--- config.mk ---
export PLATFORM = sky130hd
export DESIGN_NAME = dma2d_engine
export DESIGN_NICKNAME = d
export VERILOG_FILES = /design/src/rtl/dma2d_pkg.sv /design/src/rtl/dma2d_regs.sv /design/src/rtl/dma2d_walker.sv /design/src/rtl/dma2d_fifo.sv /design/src/rtl/dma2d_engine.sv
export SDC_FILE = /design/constraint.sdc
export NUM_CORES = 2
export LEC_CHECK = 0
export BUFFER_PORTS_ARGS = -buffer_cell sky130_fd_sc_hd__buf_2
export CAP_MARGIN = 20
export CORE_ASPECT_RATIO = 1.1
export CORE_MARGIN = 2
export CORE_UTILIZATION = 30
export DETAILED_ROUTE_END_ITERATION = 10
export GPL_ROUTABILITY_DRIVEN = 0
export HOLD_SLACK_MARGIN = 0.1
export PLACE_DENSITY = 0.4
export SLEW_MARGIN = 10
export SYNTH_ARGS = -nofsm -noshare
export SYNTH_HDL_FRONTEND = slang
export SYNTH_SLANG_ARGS = --single-unit
--- constraint.sdc ---
create_clock -name clk -period 6.5 [get_ports clk]
set_input_delay 0.325 -clock clk [delete_from_list [all_inputs] [get_ports clk]]
set_output_delay 0.325 -clock clk [all_outputs]
set_load 0.05 [all_outputs]
--- src/rtl/dma2d_pkg.sv ---
package dma2d_pkg;
  localparam int unsigned REG_W = 32;
  localparam int unsigned OFF_W = 8;

  localparam logic [OFF_W-1:0] OFF_CTRL   = 8'h00;
  localparam logic [OFF_W-1:0] OFF_STAT   = 8'h04;
  localparam logic [OFF_W-1:0] OFF_RBASE  = 8'h10;
  localparam logic [OFF_W-1:0] OFF_RLEN   = 8'h14;
  localparam logic [OFF_W-1:0] OFF_RLINES = 8'h18;
  localparam logic [OFF_W-1:0] OFF_RSTR   = 8'h1C;
  localparam logic [OFF_W-1:0] OFF_WBASE  = 8'h20;
  localparam logic [OFF_W-1:0] OFF_WLEN   = 8'h24;
  localparam logic [OFF_W-1:0] OFF_WLINES = 8'h28;
  localparam logic [OFF_W-1:0] OFF_WSTR   = 8'h2C;

  typedef struct packed {
    logic [REG_W-1:0] base;
    logic [REG_W-1:0] len;
    logic [REG_W-1:0] lines;
    logic [REG_W-1:0] stride;
  } shape_t;

  // start of the following line: skip the line itself plus the gap
  function automatic logic [REG_W-1:0] next_line_base(input logic [REG_W-1:0] base,
                                                      input logic [REG_W-1:0] len,
                                                      input logic [REG_W-1:0] stride);
    return base + ((len + stride) << 2);
  endfunction

  function automatic logic [REG_W-1:0] word_addr(input logic [REG_W-1:0] line_base,
                                                 input logic [REG_W-1:0] idx);
    return line_base + (idx << 2);
  endfunction
endpackage

--- src/rtl/dma2d_regs.sv ---
module dma2d_regs
  import dma2d_pkg::*;
(
  input  logic             clk,
  input  logic             rst_n,
  input  logic             we,
  input  logic [OFF_W-1:0] addr,
  input  logic [REG_W-1:0] wdata,
  output logic [REG_W-1:0] rdata,
  input  logic             acc_wr,
  input  logic             acc_rd,
  input  logic             busy_wr,
  input  logic             busy_rd,
  output shape_t           rd_shape,
  output shape_t           wr_shape,
  output logic             start_wr,
  output logic             start_rd,
  output logic             byp_wr,
  output logic             byp_rd
);
  logic [3:0] ctrl_q;
  shape_t     rd_q, wr_q;

  always_ff @(posedge clk or negedge rst_n) begin
    if (!rst_n) begin
      ctrl_q <= '0;
      rd_q   <= '0;
      wr_q   <= '0;
    end else begin
      if (we && addr == OFF_CTRL) begin
        ctrl_q <= wdata[3:0];
      end else begin
        if (acc_wr) ctrl_q[0] <= 1'b0;
        if (acc_rd) ctrl_q[1] <= 1'b0;
      end
      if (we) begin
        case (addr)
          OFF_RBASE:  rd_q.base   <= wdata;
          OFF_RLEN:   rd_q.len    <= wdata;
          OFF_RLINES: rd_q.lines  <= wdata;
          OFF_RSTR:   rd_q.stride <= wdata;
          OFF_WBASE:  wr_q.base   <= wdata;
          OFF_WLEN:   wr_q.len    <= wdata;
          OFF_WLINES: wr_q.lines  <= wdata;
          OFF_WSTR:   wr_q.stride <= wdata;
          default: ;
        endcase
      end
    end
  end

  always_comb begin
    case (addr)
      OFF_CTRL:   rdata = {{(REG_W-4){1'b0}}, ctrl_q};
      OFF_STAT:   rdata = {{(REG_W-2){1'b0}}, busy_rd, busy_wr};
      OFF_RBASE:  rdata = rd_q.base;
      OFF_RLEN:   rdata = rd_q.len;
      OFF_RLINES: rdata = rd_q.lines;
      OFF_RSTR:   rdata = rd_q.stride;
      OFF_WBASE:  rdata = wr_q.base;
      OFF_WLEN:   rdata = wr_q.len;
      OFF_WLINES: rdata = wr_q.lines;
      OFF_WSTR:   rdata = wr_q.stride;
      default:    rdata = '0;
    endcase
  end

  assign rd_shape = rd_q;
  assign wr_shape = wr_q;
  assign start_wr = ctrl_q[0];
  assign start_rd = ctrl_q[1];
  assign byp_wr   = ctrl_q[2];
  assign byp_rd   = ctrl_q[3];
endmodule

--- src/rtl/dma2d_walker.sv ---
module dma2d_walker
  import dma2d_pkg::*;
(
  input  logic             clk,
  input  logic             rst_n,
  input  logic             start,
  input  shape_t           shape,
  input  logic             step,
  output logic             busy,
  output logic [REG_W-1:0] addr
);
  logic [REG_W-1:0] len_q, lines_q, stride_q;
  logic [REG_W-1:0] line_base_q, word_q, line_q;
  logic             busy_q;
  logic             end_of_line, end_of_shape;

  assign end_of_line  = (word_q == len_q - 1'b1);
  assign end_of_shape = end_of_line && (line_q == lines_q - 1'b1);

  always_ff @(posedge clk or negedge rst_n) begin
    if (!rst_n) begin
      len_q       <= '0;
      lines_q     <= '0;
      stride_q    <= '0;
      line_base_q <= '0;
      word_q      <= '0;
      line_q      <= '0;
      busy_q      <= 1'b0;
    end else if (start && !busy_q) begin
      // shape captured here; later register writes do not reach it
      len_q       <= shape.len;
      lines_q     <= shape.lines;
      stride_q    <= shape.stride;
      line_base_q <= shape.base;
      word_q      <= '0;
      line_q      <= '0;
      busy_q      <= (shape.len != '0) && (shape.lines != '0);
    end else if (step && busy_q) begin
      if (end_of_shape) begin
        busy_q <= 1'b0;
      end else if (end_of_line) begin
        word_q      <= '0;
        line_q      <= line_q + 1'b1;
        line_base_q <= next_line_base(line_base_q, len_q, stride_q);
      end else begin
        word_q <= word_q + 1'b1;
      end
    end
  end

  assign busy = busy_q;
  assign addr = word_addr(line_base_q, word_q);
endmodule

--- src/rtl/dma2d_fifo.sv ---
module dma2d_fifo #(
  parameter int unsigned W     = 32,
  parameter int unsigned DEPTH = 16
) (
  input  logic         clk,
  input  logic         rst_n,
  input  logic         push,
  input  logic [W-1:0] din,
  input  logic         pop,
  output logic [W-1:0] dout,
  output logic         full,
  output logic         empty
);
  localparam int unsigned PW = $clog2(DEPTH);

  logic [W-1:0] mem [DEPTH];
  logic [PW:0]  wptr_q, rptr_q;
  logic         do_push, do_pop;

  assign full    = (wptr_q[PW] != rptr_q[PW]) && (wptr_q[PW-1:0] == rptr_q[PW-1:0]);
  assign empty   = (wptr_q == rptr_q);
  assign do_push = push && !full;
  assign do_pop  = pop && !empty;
  assign dout    = mem[rptr_q[PW-1:0]];

  always_ff @(posedge clk) begin
    if (do_push) mem[wptr_q[PW-1:0]] <= din;
  end

  always_ff @(posedge clk or negedge rst_n) begin
    if (!rst_n) begin
      wptr_q <= '0;
      rptr_q <= '0;
    end else begin
      if (do_push) wptr_q <= wptr_q + 1'b1;
      if (do_pop)  rptr_q <= rptr_q + 1'b1;
    end
  end
endmodule

--- src/rtl/dma2d_engine.sv ---
module dma2d_engine
  import dma2d_pkg::*;
#(
  parameter int unsigned FIFO_DEPTH = 16
) (
  input  logic             clk,
  input  logic             rst_n,
  input  logic             cfg_we,
  input  logic [OFF_W-1:0] cfg_addr,
  input  logic [REG_W-1:0] cfg_wdata,
  output logic [REG_W-1:0] cfg_rdata,
  input  logic             sync_wr,
  input  logic             sync_rd,
  output logic             rd_req,
  output logic [REG_W-1:0] rd_addr,
  input  logic             rd_gnt,
  input  logic             rd_rvalid,
  input  logic [REG_W-1:0] rd_rdata,
  output logic             wr_req,
  output logic [REG_W-1:0] wr_addr,
  output logic [REG_W-1:0] wr_data,
  input  logic             wr_gnt
);
  shape_t rd_shape, wr_shape;
  logic   start_wr, start_rd, byp_wr, byp_rd;
  logic   acc_wr, acc_rd;
  logic   rd_busy, wr_busy;
  logic   rd_pend_q;
  logic   fifo_push, fifo_pop, fifo_full, fifo_empty;

  // named events for the checker
  assign acc_wr    = start_wr && !wr_busy && (byp_wr || sync_wr);
  assign acc_rd    = start_rd && !rd_busy && (byp_rd || sync_rd);
  assign fifo_push = rd_pend_q && rd_rvalid;
  assign fifo_pop  = wr_req && wr_gnt;

  dma2d_regs u_regs (
    .clk      (clk),
    .rst_n    (rst_n),
    .we       (cfg_we),
    .addr     (cfg_addr),
    .wdata    (cfg_wdata),
    .rdata    (cfg_rdata),
    .acc_wr   (acc_wr),
    .acc_rd   (acc_rd),
    .busy_wr  (wr_busy),
    .busy_rd  (rd_busy),
    .rd_shape (rd_shape),
    .wr_shape (wr_shape),
    .start_wr (start_wr),
    .start_rd (start_rd),
    .byp_wr   (byp_wr),
    .byp_rd   (byp_rd)
  );

  dma2d_walker u_rd_walk (
    .clk   (clk),
    .rst_n (rst_n),
    .start (acc_rd),
    .shape (rd_shape),
    .step  (fifo_push),
    .busy  (rd_busy),
    .addr  (rd_addr)
  );

  dma2d_walker u_wr_walk (
    .clk   (clk),
    .rst_n (rst_n),
    .start (acc_wr),
    .shape (wr_shape),
    .step  (fifo_pop),
    .busy  (wr_busy),
    .addr  (wr_addr)
  );

  dma2d_fifo #(.W(REG_W), .DEPTH(FIFO_DEPTH)) u_fifo (
    .clk   (clk),
    .rst_n (rst_n),
    .push  (fifo_push),
    .din   (rd_rdata),
    .pop   (fifo_pop),
    .dout  (wr_data),
    .full  (fifo_full),
    .empty (fifo_empty)
  );

  // one read in flight; a free slot is checked before issue
  assign rd_req = rd_busy && !rd_pend_q && !fifo_full;
  assign wr_req = wr_busy && !fifo_empty;

  always_ff @(posedge clk or negedge rst_n) begin
    if (!rst_n)                rd_pend_q <= 1'b0;
    else if (rd_req && rd_gnt) rd_pend_q <= 1'b1;
    else if (fifo_push)        rd_pend_q <= 1'b0;
  end
endmodule

Word level (Yosys, flattened, before mapping)
Memories as Yosys holds them, arrays and structs flattened.
Index checks and enable logic that the tools add are counted.
Widths: inputs -> output; s select.

word-level totals
  RAM bits = 512
  memories kept = 1
  input bits = 80
  logic and storage cells = 158
  bits in read-only memories = 0
  flip-flop bits (word level) = 653
  bits in latches = 0

operators by class
  add/sub/neg operators = 16
  bitwise gates (word level) = 0
  divide/modulo/power cells = 0
  shift-type cells = 0
  eq/ne operators = 18
  $mul = 0
  muxes and demuxes = 38
  reductions and logical operators = 57
  magnitude comparators = 0

memories
  memory      words  bits a word  rd ports  clocked after Yosys merged registers in  write ports  RTL line          RTL
  u_fifo.mem  16     32           1         0                                        1            dma2d_fifo.sv:16  logic [W-1:0] mem [DEPTH];

operators by type and width
  kind                   number
  $mux 32                24
  $pmux 32 s10           1
  $add 32x1->32 const B  4
  $add 32x32->32         4
  $eq 32x32->1           4
  $reduce_bool 32->1     4
  $sub 32x1->32 const B  4
  $add 30x30->30         2
  $eq 8x5->1 const B     4
  $eq 8x6->1 const B     4
  $reduce_and 2->1       12
  $logic_and 1x1->1      22
  $reduce_bool 2->1      9
  $mux 1                 12
  $add 5x1->5 const B    2
  $eq 8x3->1 const B     1
  $logic_not 8->1        1
  $reduce_and 3->1       2
  $eq 5x5->1             1
  $logic_not 1->1        5
  $eq 4x4->1             1
  $ne 2x2->1 const B     2
  $logic_or 1x1->1       2
  $mux 2                 1
  $ne 1x1->1             1

Longest topological paths before layout
  depth after elaboration = 7
  mapped depth = 25
  mapped depth without buffers = 25

Modules after synthesis
Synthesis repeated with hierarchy kept, for this count alone.

unflattened totals
  cell total of the unflattened synthesis = 5498
  area, all modules = 62195.9 µm²

by module, submodules not included
  module                    area an instance (µm²)  cells each  times used  sequential area each (µm²)
  dma2d_fifo                19846.5                 862         1           15625.0
  dma2d_walker (u_rd_walk)  15315.9                 1938        1           4779.6
  dma2d_walker (u_wr_walk)  15043.2                 1836        1           4779.6
  dma2d_regs                11891.4                 851         1           6506.2
  dma2d_engine              98.8                    11          1           25.0

Worst setup path before layout
OpenSTA, ideal clock, no wires.

  kind = reg2reg
  start = register u_wr_walk.len_q[0]
  end = register u_wr_walk.line_base_q[31]
  data required time = 6374 ps
  buffers on the path = 0
  library setup time = 126 ps
  setup slack = 1474 ps
  arrival time = 4900 ps
  period minus slack after synthesis = 5026 ps
  stages on the path, launching flop included = 26
  cell sequence = dfrtp_1 > ha_1 > inv_1 > fa_1 > nor2b_1 > o21a_1 > o21ai_0 > a211oi_1 > o21ai_0 > a211oi_1 > a41o_1 > o21ai_0 > nand2b_1 > xor2_1 > ha_1 > a2111oi_0 > o21ai_0 > o2111ai_1 > a21oi_1 > a211oi_1 > a211oi_1 > o41ai_1 > o21bai_1 > a21oi_1 > xnor2_1 > a221o_1

between the ends
  longest elaborated chain between the ends = 6

RTL lines
  item                      RTL line            RTL
  start: declaration        dma2d_walker.sv:12  logic [REG_W-1:0] len_q, lines_q, stride_q;
  start signal: assignment  dma2d_walker.sv:31  len_q <= shape.len;
  $add 30x30->30            dma2d_pkg.sv:27     return base + ((len + stride) << 2);
  $add 32x32->32            dma2d_pkg.sv:27
  $mux 32                   dma2d_walker.sv:41  end else if (end_of_line) begin
  $mux 32                   dma2d_walker.sv:39  if (end_of_shape) begin
  $mux 32                   dma2d_walker.sv:38  end else if (step && busy_q) begin
  $mux 32                   dma2d_walker.sv:29  end else if (start && !busy_q) begin
  end signal: assignment    dma2d_walker.sv:34  line_base_q <= shape.base;
  end signal: assignment    dma2d_walker.sv:44  line_base_q <= next_line_base(line_base_q, len_q, stride_q);
  end: declaration          dma2d_walker.sv:13  logic [REG_W-1:0] line_base_q, word_q, line_q;

Several ways; a longest one is shown, not always the timed one. The select of a mux whose other input is x is not followed.
A chain may end at the register's enable or synchronous reset.

Final worst setup path
Same ends and word-level chain as after synthesis.

==> results.cfg <==
[sta]
min_period_ns = 5.82
final_hold_viol_count = 0
skew_ns = 0.0538
timing.final.crit_share_pct = 89.5
worst_pin_slew_ns = 1.13
tns_ns = 0
drv_slew = 0
finalSetupViolCount = 0
rsz0062_at_grt = false
slew_headroom_pct = 24.4
layout_setup_ws_ns = 0.682
timing.fmax_ghz = 0.172

[final_layout]
area_delta_synth_final_pct = 15.8
mostFrequentLayoutCells = 826 x nand2_1, 649 x dfrtp_1, 512 x edfxtp_1
final_common_cell = nand2_1
ff_latch_area_mm2 = 0.0317
multi_input_area_mm2 = 0.0279
drive_gt1_share_pct = 17.0
final_nets = 5888
post-route-util_pct = 34.9
fillers = 20420

[route]
drtPass1Iterations = 5
post_drt_wl_per_cell_um = 26.0
ant_nets = 0
drt_iter0_markers = 3342
via_per_inst = 5.27
num_vias = 44396
wl_mm = 219
drc_errors = 0

[synthesis]
syn_area_per_cell_um2 = 11.3
syn-cell-area_mm2 = 0.0607
synthArstFlopShare_pct = 56.1
synth-main-ff-cell = dfrtp_1
seq_area_frac_synth_pct = 52.2
yosysWarnings = 0
postSynthCellCount = 5362
syn-num-nets = 5645
ys_types = 83
synth-seq-cells = 1165
synth_edf_count = 512

[global_routing]
grt_pass1_wl_mm = 317
overflow = 0
grt_pass1_vias = 44206
grt_use_total_pct = 21.0
grt_max_degree = 139
antenna_found_initial = 21

[pwr]
power_leakage_uw = 0.0301
p_per_area_mw_per_mm2 = 302
irDropWorstVdd_v = 0.000353

[die]
dieArea_mm2 = 0.206
initial_core_util_pct = 30.1
core_area_mm2 = 0.202
die_w_um = 433
die_h_um = 476
rows = 173
pin_count = 210

[clock_network]
clk_pin_slew_worst_paths_ns = 0.06
cts.path.max_buffers = 3
cts_setup_buffers = 0
ctsHtreeMaxLevel = 4
cts_tree = done
clock_latency_ns = 0.82
clockRootBuffer = clkbuf_16
cts_buffers = 139
cts_sinks = 1165

[outcome]
status = finished, final reports clean

[critical_path]
end_kind = register
crit_arrival_ns = 6.48
reg2reg_setup_slack_ns = 0.68
cp_max_fo = 7
startpoint_type = register
path_class = register to register
crit_required_ns = 7.16

[run]
drv_cap = 0

[placed_design]
dp_slack_ns = 0.615
io_buffers = 209
post-dp-hpwl_mm = 152

[hold_path]
worstHoldPathType = input port to register
==> power by group <==
part / total [µW] / switching (µW) / internal [µW]
Sequential: 8580 / 606 / 7970
Combinational: 4690 / 2820 / 1870
Clock: 7940 / 3380 / 4560
==> sequential cells by signal, indices dropped and copies added, names as in the netlist, 4 cells and up <==
name,cells
u_regs.ctrl_q,4
u_wr_walk.word_q,32
u_rd_walk.word_q,32
u_fifo.rptr_q,5
u_fifo.wptr_q,5
u_rd_walk.len_q,32
u_rd_walk.line_base_q,32
u_rd_walk.lines_q,32
u_wr_walk.len_q,32
u_wr_walk.stride_q,30
u_rd_walk.line_q,32
u_wr_walk.line_base_q,32
u_rd_walk.stride_q,30
u_fifo.mem,512
u_wr_walk.lines_q,32
u_wr_walk.line_q,32
u_regs.wr_shape,128
u_regs.rd_shape,128
==> layout make-up <==
cell class              count  area share, %
diodes                      5         0.0178
repair buffers            354           3.46
clock buffers             178           5.46
multi-input cells        3873           39.7
well taps                2712           4.83
clock inverters            64           1.07
inverters                  72          0.384
flip-flops and latches   1165           45.1
==> per-stage QoR <==
step | hold WS [ns] | instance area, µm² | total power (µW) | cells
2_1_floorplan | 0.0294 | 60700 | 11900 | 5362
3_3_place_gp | 0.371 | 65000 | 13500 | 8103
3_5_place_dp | 0.369 | 65000 | 13500 | 8103
4_1_cts | 0.154 | 70300 | 21600 | 8417
5_1_grt | 0.214 | 70300 | 22100 | 8420
6_report | 0.191 | 70300 | 21200 | 8423
==> logic make-up after synthesis <==
kind of cell	after synthesis	synth area share, %
AO/OA/AOI/OAI	961	10.2
multiplexers	465	11.5
buffers and inverters	324	2.07
adder cells (fa/ha/maj)	203	4.26
AND/OR/NAND/NOR	1902	14.9
XOR/XNOR	342	4.93
flip-flops	1165	52.2
==> worst max-delay path: stages (launching register included) <==
cell and delay (ns):
dfrtp_1 0.45, ha_1 0.25, inv_1 0.07, fa_1 0.21, nor2b_1 0.06, o21a_1 0.18, o21ai_0 0.32, a211oi_1 0.16
o21ai_0 0.30, a211oi_1 0.13, buf_4 0.17, a41o_1 0.25, o21ai_0 0.25, nand2b_1 0.13, xor2_1 0.16, ha_1 0.25
a2111oi_0 0.36, o21ai_0 0.17, o2111ai_1 0.14, a21oi_1 0.13, a211oi_1 0.28, a211oi_1 0.17, o41ai_2 0.41, o21bai_1 0.10
a21oi_1 0.19, xnor2_1 0.09, a221o_1 0.31
==> timing repair <==
| action | 4_1_cts | 5_1_grt |
|---|---|---|
| hold endpoints to repair | 849 | 0 |
| hold buffers | 72 | 0 |
| endpoints found under the setup margin | 0 | 1 |
| resized for setup | 0 | 1 |
==> path summary, 6_finish.rpt <==
kind,start,depth (start not counted),endpoint
max in group asynchronous,rst_n,5,u_regs.wr_shape[22]$_DFFE_PN0P_
setup / recovery,u_wr_walk.len_q[0]$_DFFE_PN0P_,26,u_wr_walk.line_base_q[31]$_DFFE_PN0P_
hold reg to reg,u_rd_walk.line_base_q[0]$_DFFE_PN0P_,2,u_rd_walk.line_base_q[0]$_DFFE_PN0P_
setup reg to reg,u_wr_walk.len_q[0]$_DFFE_PN0P_,26,u_wr_walk.line_base_q[31]$_DFFE_PN0P_
hold / removal,rd_rvalid,5,u_fifo.wptr_q[0]$_DFFE_PN0P_
min in group asynchronous,rst_n,3,u_rd_walk.stride_q[0]$_DFFE_PN0P_
==> routing by layer <==
metal	global-route usage (%)	routed length [µm]	vias up
met5	0	50	-
met2	35.7	107000	1085
li1	-	-	20411
met3	2.84	8860	326
met4	8.60	9210	8
met1	27.0	93600	22566
==> synthesized netlist by cell type (125+ instances only) <==
cell type | n | area share, %
edfxtp_1 | 512 | 25
xnor2_1 | 217 | 3.1
mux4_2 | 160 | 5.9
ha_1 | 197 | 4.1
dfrtp_1 | 653 | 27
nand2_1 | 827 | 5.1
nor2_1 | 287 | 1.8
a21oi_1 | 179 | 1.5
mux2_2 | 246 | 4.6
o21ai_0 | 267 | 2.2
clkbuf_1 | 210 | 1.3
xor2_1 | 125 | 1.8
Note: power is estimated with default switching activity, not from simulation.
